### src/rtl/pacc_pkg.sv
package pacc_pkg;

  // How the pipeline advances
  typedef enum logic [0:0] {
    ADV_EVERY_CLK = 1'b0,  // every register moves on each clock
    ADV_ON_EN     = 1'b1   // registers move only while en is high
  } adv_mode_e;

endpackage

### src/rtl/pacc_delay.sv
// Chain of DEPTH enabled registers with synchronous clear. DEPTH >= 1.
module pacc_delay #(
  parameter int unsigned WIDTH = 8,
  parameter int unsigned DEPTH = 1
)(
  input  logic             clk,
  input  logic             rst,
  input  logic             adv,
  input  logic [WIDTH-1:0] d,
  output logic [WIDTH-1:0] q
);

  logic [WIDTH-1:0] stg [DEPTH];

  always_ff @(posedge clk) begin
    if (rst) begin
      for (int i = 0; i < int'(DEPTH); i++) stg[i] <= '0;
    end else if (adv) begin
      stg[0] <= d;
      for (int i = 1; i < int'(DEPTH); i++) stg[i] <= stg[i-1];
    end
  end

  assign q = stg[DEPTH-1];

  // the tap is clear after a reset edge
  assert_delay_clear_R1: assert property (@(posedge clk) rst |=> (q == '0));

  // no advance means the tap holds
  assert_delay_hold_R6: assert property (@(posedge clk) disable iff (rst)
    !adv |=> $stable(q));

endmodule

### src/rtl/pacc_slice.sv
// One slice of the sum: SW-bit accumulator with a registered carry out.
module pacc_slice #(
  parameter int unsigned SW = 8
)(
  input  logic          clk,
  input  logic          rst,
  input  logic          adv,
  input  logic          cin,
  input  logic [SW-1:0] din,
  output logic [SW-1:0] sum_o,
  output logic          carry_o
);

  logic [SW-1:0] sum_q;
  logic          carry_q;
  logic [SW:0]   add_w;

  always_comb begin
    add_w = {1'b0, sum_q} + {1'b0, din} + {{SW{1'b0}}, cin};
  end

  always_ff @(posedge clk) begin
    if (rst) begin
      sum_q   <= '0;
      carry_q <= 1'b0;
    end else if (adv) begin
      sum_q   <= add_w[SW-1:0];
      carry_q <= add_w[SW];
    end
  end

  assign sum_o   = sum_q;
  assign carry_o = carry_q;

  // slice state clears on reset
  assert_slice_clear_R1: assert property (@(posedge clk)
    rst |=> (sum_q == '0 && !carry_q));

  // without an advance the slice state is frozen
  assert_slice_hold_R6: assert property (@(posedge clk) disable iff (rst)
    !adv |=> ($stable(sum_q) && $stable(carry_q)));

endmodule

### src/rtl/carry_split_acc.sv
module carry_split_acc
  import pacc_pkg::*;
#(
  parameter int unsigned W        = 32,
  parameter int unsigned NSTAGES  = 4,
  parameter int unsigned PIPELINE = 4,
  parameter adv_mode_e   MODE     = ADV_EVERY_CLK
)(
  input  logic         clk,
  input  logic         rst,
  input  logic         en,
  input  logic [W-1:0] din,
  output logic [W-1:0] acc_out,
  output logic         acc_vld
);

  localparam int unsigned SW    = W / NSTAGES;
  localparam bit          GATED = (MODE == ADV_ON_EN);

  generate
    if (NSTAGES == 0 || (W % NSTAGES) != 0 || PIPELINE < NSTAGES) begin : g_bad_cfg
      $error("carry_split_acc: W must divide by NSTAGES and PIPELINE >= NSTAGES");
    end
  endgenerate

  logic               adv;
  logic               inj_vld;
  logic [W-1:0]       inj_data;
  logic [NSTAGES-1:0] cin_w;

  always_comb begin
    adv      = GATED ? en : 1'b1;
    inj_vld  = GATED ? 1'b1 : en;
    inj_data = (GATED || en) ? din : '0;
  end

  assign cin_w[0] = 1'b0;

  generate
    for (genvar k = 0; k < int'(NSTAGES); k++) begin : g_slice
      localparam int unsigned TAIL = PIPELINE - 1 - k;
      logic [SW-1:0] skewed;
      logic [SW-1:0] sum_k;

      // input skew: slice k waits k steps for the carry from below
      if (k == 0) begin : g_noskew
        assign skewed = inj_data[SW-1:0];
      end else begin : g_skew
        pacc_delay #(.WIDTH(SW), .DEPTH(k)) u_skew (
          .clk(clk), .rst(rst), .adv(adv),
          .d(inj_data[k*SW +: SW]), .q(skewed)
        );
      end

      if (k == int'(NSTAGES) - 1) begin : g_top
        logic carry_unused;
        pacc_slice #(.SW(SW)) u_acc (
          .clk(clk), .rst(rst), .adv(adv), .cin(cin_w[k]),
          .din(skewed), .sum_o(sum_k), .carry_o(carry_unused)
        );
      end else begin : g_mid
        pacc_slice #(.SW(SW)) u_acc (
          .clk(clk), .rst(rst), .adv(adv), .cin(cin_w[k]),
          .din(skewed), .sum_o(sum_k), .carry_o(cin_w[k+1])
        );
      end

      // output deskew plus any surplus latency columns
      if (TAIL == 0) begin : g_notail
        assign acc_out[k*SW +: SW] = sum_k;
      end else begin : g_tail
        pacc_delay #(.WIDTH(SW), .DEPTH(TAIL)) u_tail (
          .clk(clk), .rst(rst), .adv(adv),
          .d(sum_k), .q(acc_out[k*SW +: SW])
        );
      end
    end
  endgenerate

  pacc_delay #(.WIDTH(1), .DEPTH(PIPELINE)) u_vld (
    .clk(clk), .rst(rst), .adv(adv), .d(inj_vld), .q(acc_vld)
  );

  // outputs clear after a reset edge
  assert_reset_clear_R1: assert property (@(posedge clk)
    rst |=> (acc_out == '0 && !acc_vld));

  generate
    if (GATED) begin : g_chk_gated
      // an idle edge leaves the outputs untouched
      assert_idle_hold_R6: assert property (@(posedge clk) disable iff (rst)
        !en |=> ($stable(acc_out) && $stable(acc_vld)));
      // once valid, stays valid until reset
      assert_valid_sticky_R7: assert property (@(posedge clk) disable iff (rst)
        acc_vld |=> acc_vld);
    end else begin : g_chk_clk
      // a word that carried no sample adds nothing to the sum
      assert_idle_keeps_sum_R5: assert property (@(posedge clk) disable iff (rst)
        (!$past(rst) && !acc_vld) |-> (acc_out == $past(acc_out)));
    end
  endgenerate

endmodule

### config.mk
export PLATFORM = sky130hd
export DESIGN_NAME = carry_split_acc
export DESIGN_NICKNAME = d
export VERILOG_FILES = /design/src/rtl/pacc_pkg.sv /design/src/rtl/pacc_delay.sv /design/src/rtl/pacc_slice.sv /design/src/rtl/carry_split_acc.sv
export SDC_FILE = /design/constraint.sdc
export NUM_CORES = 1
export LEC_CHECK = 0
export ABC_CLOCK_PERIOD_IN_PS = 3270
export BUFFER_PORTS_ARGS = -buffer_cell sky130_fd_sc_hd__buf_2
export CAP_MARGIN = 5
export CORE_ASPECT_RATIO = 0.8
export CORE_MARGIN = 2
export CORE_UTILIZATION = 55
export CTS_CLUSTER_SIZE = 25
export DETAILED_ROUTE_END_ITERATION = 6
export HOLD_SLACK_MARGIN = 0.1
export MAX_ROUTING_LAYER = met4
export PLACE_DENSITY = 0.74
export REMOVE_ABC_BUFFERS = 1
export SETUP_SLACK_MARGIN = 0.3
export SYNTH_ARGS = -nofsm -noshare
export SYNTH_HDL_FRONTEND = slang
export SYNTH_HIERARCHICAL = 1
export SYNTH_SLANG_ARGS = --single-unit
### constraint.sdc
create_clock -name clk -period 3.27 [get_ports clk]
set_input_delay 0.1635 -clock clk [delete_from_list [all_inputs] [get_ports clk]]
set_output_delay 0.1635 -clock clk [all_outputs]
set_load 0.02 [all_outputs]
==> results of run 1 <==
[area by class of cell]
type	instances	area, sq um
Fill cell	1011	4700
Timing Repair Buffer	68	358
Tap cell	175	219
Sequential cell	135	3700
Multi-Input combinational cell	429	3280
Clock inverter	5	50.0
Inverter	8	30.0
Clock buffer	27	483
[worst max-delay path by stage]
stage                                                   end                                               from  depth (start not counted)  slack, ps
3_3_place_gp   g_slice[0].g_mid.u_acc/sum_o[6]$_SDFFE_PP0P_                                                 en                          8       1010
2_1_floorplan  g_slice[1].g_mid.u_acc/sum_o[6]$_SDFFE_PP0P_   g_slice[1].g_skew.u_skew/stg[0][0]$_SDFFCE_PN0P_                          6       1350
6_report       g_slice[3].g_top.u_acc/sum_o[6]$_SDFFE_PP0P_  g_slice[3].g_skew.u_skew/stg[0][16]$_SDFFCE_PN0P_                          6       1180
3_5_place_dp   g_slice[0].g_mid.u_acc/sum_o[6]$_SDFFE_PP0P_                                                 en                          8        950
5_1_grt        g_slice[3].g_top.u_acc/sum_o[6]$_SDFFE_PP0P_  g_slice[3].g_skew.u_skew/stg[0][16]$_SDFFCE_PN0P_                          6       1060
4_1_cts        g_slice[3].g_top.u_acc/sum_o[6]$_SDFFE_PP0P_  g_slice[3].g_skew.u_skew/stg[0][16]$_SDFFCE_PN0P_                          6       1160
[registers in the layout, indices dropped and copies added (netlist names)]
register                     cells
g_slice.g_tail.u_tail/stg       48
g_slice.g_mid.u_acc/sum_o       24
u_vld/stg                        4
g_slice.g_mid.u_acc/carry_o      3
g_slice.g_top.u_acc/sum_o        8
g_slice.g_skew.u_skew/stg       48
[metrics by stage]
stage | instances | hold WS [ps] | power (uW) | utilization [%]
after floorplan | 572 | 236 | 2440 | -
after global placement | 815 | 534 | 2560 | 59.2
after detailed placement | 815 | 542 | 2590 | 59.2
after CTS | 847 | 159 | 4320 | 63.3
after global routing | 847 | 180 | 4480 | 63.3
final | 847 | 176 | 4290 | 63.3
[critical path: cells and delay by family, from the launching register on]
| family | cells | cell delay [ps] |
|---|---|---|
| compound gates | 2 | 240 |
| fa+ha+maj | 2 | 930 |
| flops | 1 | 400 |
| simple gates | 2 | 370 |
[metal layers]
layer	wire length, um	vias to the layer above
met4	267	0
met2	5690	67
met3	326	22
li1	-	2174
met5	0	-
met1	5030	2001
[power groups by stage]
stage	Sequential [uW]	Clock [uW]	Combinational (uW)
finish	2030	1730	534
global route	2040	1840	594
CTS	2030	1770	521
detailed placement	2070	0	519
global placement	2060	0	500
floorplan	2090	0	356
==> impl_metrics.ini, run 1 <==
[finish]
fin_nets = 730
final_cell_mix = 100 x edfxtp_1, 80 x and3b_1, 70 x conb_1
area_growth_pct = 13.0
stdcell_area_sq_um = 8120
mostFrequentLayoutCell = edfxtp_1
drive_gt1_share_pct = 26.5
diodes = 0

[sta]
min_period_ps = 2090
max-slew-margin-rel_pct = 32.6
drv_slew = 0
setup_viol = 0
finalHoldViolations = 0
period_share_pct = 63.8
timing.final.ws_setup_ps = 1180
fin_tns_setup_ps = 0
skew_ps = 10.8
rsz0062_at_grt = false
tightest_slew_ps = 1010
fmax_ghz = 0.479

[placed_design]
portBuffers = 67
placed_area_sq_um = 7590
pre_cts_slack_ps = 948
gp_congestion = 0.891
hpwl_um = 7800

[worst_setup_path]
critPathMostFrequentCell = fa_1
cp_max_fo = 3
critPathKind = reg2reg
startpoint_type = flip-flop
r2r-end = g_slice[3].g_top.u_acc/sum_o[6]$_SDFFE_PP0P_
reg2reg_depth = 6
endpoint_kind = flip-flop
critical_path_arrival_ps = 2360
rrSetupSlack_ps = 1180
r2r-start = g_slice[3].g_skew.u_skew/stg[0][16]$_SDFFCE_PN0P_
max_stage_delay_ps = 500
cp_cell_sequence = fa_1 -> fa_1 -> nand3_1 -> a31oi_2 -> nor3_1 -> o32ai_2
cp_slowest_cell = fa_1
crit_required_ps = 3540

[clock_tree]
clk_pin_slew_worst_paths_ps = 50
cts_tree = yes
cts_buffers = 17
cts_max_path_buffers = 2
worstSkewPairLatency_ps = 410
postCtsSetupBuffers = 0
hold_buffers = 0
cts_max_level = 4
root_buffer = clkbuf_16
cts_resized = 0
clkSinkCount = 135

[pwr]
p_seq_share_pct = 47.3
powerDensity_nw_per_um2 = 529
p_sw_uw = 1010
internal_power_uw = 3280
vdd_ir_drop_max_uv = 443
combPwrFrac_pct = 12.4
clkPwrFrac_pct = 40.3
switching_share_pct = 23.5
power.leakage_uw = 0.00381

[drt]
wire_per_inst_um = 13.4
drt-total-wl_um = 11300
num_vias = 4264
drt_iter0_drc = 234
route.detailed.drc = 0
postRouteAntennaNets = 0
vias_per_cell = 5.03
drtPass1Iterations = 4

[global_routing]
overflow = 0
grt_antenna_before_repair = 0
grt_max_degree = 82
met3_usage_pct = 4.34
grt_pass1_wl_um = 18900
use_met1_pct = 20.1
grtUsageMet2_pct = 29.5
grt_pass1_vias = 4219
grt.busiest_layer = met2
track_usage_pct = 17.7

[hold_path]
worstHoldEndpoint = g_slice[3].g_skew.u_skew/stg[0][4]$_SDFFCE_PN0P_
whs_path_depth = 3
hp-class = in2reg
min_from = din[28]

[floorplanning]
die_area_sq_um = 14000
die_h_um = 106
coreArea_sq_um = 12800
die_w_um = 132
ioPinCount = 68
initial_utilization_pct = 56.0
row_count = 37

[status]
status = finished, final reports clean

[flow_run]
cap_violations = 0

[synthesis]
avgSynthCellArea_sq_um = 12.9
netlist_area_sq_um = 7190
synthCells = 559
yosysWarnings = 6
Power figures use the tool's default switching activity.
==> run 2: changes to the inputs <==
Settings changed: ABC_CLOCK_PERIOD_IN_PS 3270 to 2150.
Clock period 3.27 ns to 2.15 ns, I/O delays scaled along.
==> run 2 against run 1 <==
Non-clock buffer count rose by 8. Critical path depth unchanged. Sequential power is 52% higher. Die area is the same. Utilization is 1.8 points higher. Maximum frequency grew 7.5%. Via count increased by 2.0%. Combinational power grew 60%. Final area rose by 2.9%. Critical path type unchanged. Sequential cell count unchanged. Wire length grew 3.5%.
==> impl_metrics.ini, run 2 (synthesis gave the netlist of run 1 again) <==
[pwr]
powerDensity_nw_per_um2 = 848
power.leakage_uw = 0.00390
p_sw_uw = 1620
internal_power_uw = 5460
clkPwrFrac_pct = 44.3
vdd_ir_drop_max_uv = 557
switching_share_pct = 22.9
combPwrFrac_pct = 12.1
p_seq_share_pct = 43.6

[sta]
rsz0062_at_grt = true
setup_viol = 0
min_period_ps = 1940
fin_tns_setup_ps = 0
skew_ps = 6.16
drv_slew = 0
fmax_ghz = 0.515
max-slew-margin-rel_pct = 31.0
period_share_pct = 90.3
finalHoldViolations = 0
tightest_slew_ps = 1030

[floorplanning]
row_count = 37
coreArea_sq_um = 12800
initial_utilization_pct = 56.0
die_area_sq_um = 14000
die_h_um = 106
ioPinCount = 68
die_w_um = 132

[worst_setup_path]
cp_max_fo = 3
critical_path_arrival_ps = 2270
cp_cell_sequence = fa_2 -> fa_2 -> buf_4 -> buf_4 -> xnor2_1 -> a211oi_1
cpLargestDelayFamily = adder cells
crit_required_ps = 2480
startpoint_type = flip-flop
crit_buf_inv = 2
critPathKind = reg2reg
cp_slowest_cell = fa_2
endpoint_kind = flip-flop
max_stage_delay_ps = 450

[finish]
fin_nets = 738
seq_area_sq_um = 3700
drive_gt1_share_pct = 29.7
diodes = 0
mostFrequentLayoutCell = edfxtp_1
fill_cells = 980
multi_input_area_sq_um = 3330
final_cell_mix = 100 x edfxtp_1, 80 x and3b_1, 70 x conb_1
fin_util_pct = 65.2
final_cells = 855
area_growth_pct = 16.3

[global_routing]
grt_pass1_vias = 4324
grt_pass1_wl_um = 19600
use_met1_pct = 21.1
grt_antenna_before_repair = 0
overflow = 0
track_usage_pct = 18.1
grt_max_degree = 54
met3_usage_pct = 4.63
grt.busiest_layer = met2
grtUsageMet2_pct = 30.7

[clock_tree]
cts_max_path_buffers = 2
cts_max_level = 4
clk_pin_slew_worst_paths_ps = 60
cts_buffers = 17
clkSinkCount = 135
cts_tree = yes
root_buffer = clkbuf_16
worstSkewPairLatency_ps = 410

[status]
status = finished, final reports clean

[placed_design]
portBuffers = 67
gp_congestion = 0.898
placed_cells = 818
hpwl_um = 7890

[drt]
drtPass1Iterations = 4
drt-total-wl_um = 11700
num_vias = 4351
postRouteAntennaNets = 0
wire_per_inst_um = 13.7
route.detailed.drc = 0
vias_per_cell = 5.09
drt_iter0_drc = 331

[flow_run]
cap_violations = 0

[hold_path]
hp-class = in2reg
-- run 2: changes by cell type in the layout (fill, tap and decap cells not counted), moves of 4 or more --
cell / before / now
fa_1: 8 / 0
fa_2: 0 / 8
buf_4: 1 / 7
clkbuf_1: 8 / 2
bufinv_16: 1 / 5
-- run 2: power by group through the flow --
stage | logic, uW | registers, uW | clock network (uW)
2_1_floorplan | 542 | 3170 | 0
3_3_place_gp | 770 | 3140 | 0
3_5_place_dp | 800 | 3150 | 0
4_1_cts | 822 | 3090 | 3200
5_1_grt | 950 | 3110 | 3330
6_report | 856 | 3090 | 3140
-- run 2: through the flow --
| step | hold WS, ps | worst slack, ps | cell area [sq um] | total power (uW) |
|---|---|---|---|---|
| CTS | 114 | 274 | 8330 | 7120 |
| finish | 127 | 209 | 8360 | 7090 |
| global placement | 462 | 163 | 7620 | 3910 |
| global route | 111 | 158 | 8360 | 7390 |
| detailed placement | 461 | 45.3 | 7620 | 3950 |
| floorplan | 180 | 227 | 7010 | 3710 |
-- run 2: path summary, 6_finish.rpt --
check	from	end	slack (ps)	depth (start not counted)
worst max-delay path	g_slice[1].g_skew.u_skew/stg[0][0]$_SDFFCE_PN0P_	g_slice[1].g_mid.u_acc/sum_o[2]$_SDFFE_PP0P_	210	6
worst min-delay path	din[21]	g_slice[2].g_skew.u_skew/stg[0][5]$_SDFFCE_PN0P_	130	3
worst max register to register	g_slice[1].g_skew.u_skew/stg[0][0]$_SDFFCE_PN0P_	g_slice[1].g_mid.u_acc/sum_o[2]$_SDFFE_PP0P_	210	6
worst min register to register	g_slice[1].g_tail.u_tail/stg[0][1]$_SDFFCE_PN0P_	g_slice[1].g_tail.u_tail/stg[0][9]$_SDFFCE_PN0P_	550	1
-- run 2: layout make-up --
type / instances / area share [%]
Clock buffer: 20 / 5.35
Clock inverter: 12 / 2.38
Inverter: 8 / 0.359
Multi-Input combinational cell: 429 / 39.8
Sequential cell: 135 / 44.3
Tap cell: 175 / 2.62
Timing Repair Buffer: 76 / 5.18
-- run 2: repair_timing --
item	in CTS	in global routing
pin swaps	4	5
endpoints found under the hold margin	3	0
setup endpoints to repair	14	9
hold buffers	1	0
setup buffers	2	2
resized for setup	11	2
-- run 2: routing by layer --
| layer | up-vias | share of wire (%) |
|---|---|---|
| li1 | 2197 | - |
| met2 | 88 | 51 |
| met3 | 15 | 3.5 |
| met5 | - | 0 |
| met4 | 0 | 1.6 |
| met1 | 2051 | 44 |
-- run 2: worst register-to-register path, stage by stage (launching register included) --
cell      delay [ps]
edfxtp_1         420
fa_2             450
fa_2             370
buf_4            150
buf_4            130
xnor2_1          140
a211oi_1         220
==> run 3: changes to the inputs <==
Settings changed: CORE_UTILIZATION 55 to 30, PLACE_DENSITY 0.74 to 0.45, SETUP_SLACK_MARGIN 0.3 to 0.02.
==> run 3 against run 2 <==
First-iteration DRC count shrank 37%. Clock power decreased by 5%. Clock-buffer cell count decreased by 2. Combinational power decreased by 4.3%. Non-clock buffer count fell by 3. Maximum frequency fell by 4.9%. Final area rose by 0.72%. Via count down 2.8%. Cell count is 16% higher. Die area rose by 80%. Critical path depth stayed put. Highest routed layer unchanged. Worst hold slack gained 0.84 ps.
==> impl_metrics.ini, run 3 (synthesis gave the netlist of run 1 again) <==
[floorplanning]
die_area_sq_um = 25200
die_w_um = 177
initial_utilization_pct = 30.6
die_h_um = 142
ioPinCount = 68
coreArea_sq_um = 23500
row_count = 50

[global_routing]
grt_max_degree = 55
track_usage_pct = 11.2
grt_antenna_before_repair = 0
grt_pass1_wl_um = 21500
grt_pass1_vias = 4220
overflow = 0

[pwr]
internal_power_uw = 5190
powerDensity_nw_per_um2 = 819
power.leakage_uw = 0.00386
combPwrFrac_pct = 11.9
power_uw = 6890
p_seq_share_pct = 45.0
switching_share_pct = 24.6
p_sw_uw = 1700
vdd_ir_drop_max_uv = 495
clkPwrFrac_pct = 43.1

[clock_tree]
postCtsSetupBuffers = 0
root_buffer = clkbuf_16
clk_pin_slew_worst_paths_ps = 60
cts_max_path_buffers = 2
cts_max_level = 4
worstSkewPairLatency_ps = 410
cts_buffers = 17
clkSinkCount = 135
cts_tree = yes

[sta]
setup_viol = 0
fin_tns_setup_ps = 0
tightest_slew_ps = 1020
max-slew-margin-rel_pct = 32.1
finalHoldViolations = 0
min_period_ps = 2040
period_share_pct = 94.9
fmax_ghz = 0.490
skew_ps = 8.74
drv_slew = 0
rsz0062_at_grt = false

[placed_design]
gp_congestion = 0.818
placed_cells = 956
hpwl_um = 9010
portBuffers = 67

[flow_run]
cap_violations = 0

[finish]
area_growth_pct = 17.1
fill_cells = 2308
seq_area_sq_um = 3700
final_cell_mix = 100 x edfxtp_1, 80 x and3b_1, 70 x conb_1
drive_gt1_share_pct = 28.1
diodes = 0
final_cells = 989
fin_nets = 735
mostFrequentLayoutCell = edfxtp_1
multi_input_area_sq_um = 3280

[worst_setup_path]
cp_slowest_cell = fa_1
max_stage_delay_ps = 500
crit_required_ps = 2470
endpoint_kind = flip-flop
critPathKind = reg2reg
cp_max_fo = 3
critPathMostFrequentCell = fa_1
critical_path_arrival_ps = 2360
cp_cell_sequence = fa_1 -> fa_1 -> nand3_1 -> a31oi_2 -> o21a_1 -> o32ai_2
startpoint_type = flip-flop

[hold_path]
hp-class = in2reg

[drt]
drtPass1Iterations = 4
vias_per_cell = 4.28
drt_iter0_drc = 210
postRouteAntennaNets = 0
drt-total-wl_um = 12800
wire_per_inst_um = 12.9
route.detailed.drc = 0
num_vias = 4231

[status]
status = finished, final reports clean
run 3: changes by cell type in the layout (fill, tap and decap cells not counted), sizes merged:
cell      delta
bufinv       -2
inv          +3
clkbuf       -2
clkinvlp     +3
buf          -3
clkinv       -2
run 3: metal layers:
metal	routed length, um	vias to the layer above	global-route usage, %
met5	0	-	-
met3	411	12	3.18
met1	6120	1974	14.1
li1	-	2196	-
met4	173	0	4.09
met2	6090	49	17.2
run 3: area by class of cell:
| cell class | instances | share of cell area [%] |
|---|---|---|
| well taps | 312 | 4.64 |
| clock inverters | 14 | 2.07 |
| flip-flops and latches | 135 | 44.0 |
| multi-input cells | 429 | 39.0 |
| inverters | 8 | 0.357 |
| clock buffers | 18 | 5.10 |
| repair buffers | 73 | 4.88 |
run 3: path summary, 6_finish.rpt:
check | startpoint | to | slack, ps | cells past startpoint
setup / recovery | g_slice[3].g_skew.u_skew/stg[0][16]$_SDFFCE_PN0P_ | g_slice[3].g_top.u_acc/sum_o[6]$_SDFFE_PP0P_ | 110 | 6
hold / removal | din[28] | g_slice[3].g_skew.u_skew/stg[0][4]$_SDFFCE_PN0P_ | 130 | 3
setup reg to reg | g_slice[3].g_skew.u_skew/stg[0][16]$_SDFFCE_PN0P_ | g_slice[3].g_top.u_acc/sum_o[6]$_SDFFE_PP0P_ | 110 | 6
hold reg to reg | g_slice[2].g_skew.u_skew/stg[0][2]$_SDFFCE_PN0P_ | g_slice[2].g_skew.u_skew/stg[0][10]$_SDFFCE_PN0P_ | 550 | 1
run 3: power groups by stage:
stage / Combinational (uW) / Sequential [uW] / Clock, uW
floorplan: 542 / 3170 / 0
global placement: 788 / 3150 / 0
detailed placement: 801 / 3150 / 0
CTS: 807 / 3100 / 3070
global route: 920 / 3120 / 3210
finish: 819 / 3100 / 2970
run 3: stage by stage:
| step | instance area (sq um) | setup WS (ps) | util (%) | hold WS [ps] |
|---|---|---|---|---|
| floorplan | 7010 | 227 | - | 180 |
| global placement | 7800 | 137 | 33.3 | 514 |
| detailed placement | 7800 | 101 | 33.3 | 518 |
| CTS | 8410 | 96.5 | 35.9 | 103 |
| global route | 8420 | 25.6 | 35.9 | 122 |
| finish | 8420 | 110 | 35.9 | 128 |
run 3: worst max-delay path: cells and delay by family, from the launching register on:
kind | cells | cell delay [ps]
AOI/OAI and AO/OA | 3 | 480
adders and majority gates | 2 | 920
DFF | 1 | 410
and+or+nand+nor | 1 | 150
run 3: timing repair:
item,CTS,global route
setup endpoints to repair,0,1
hold endpoints to repair,2,0
resized for setup,0,1
hold buffers,1,0
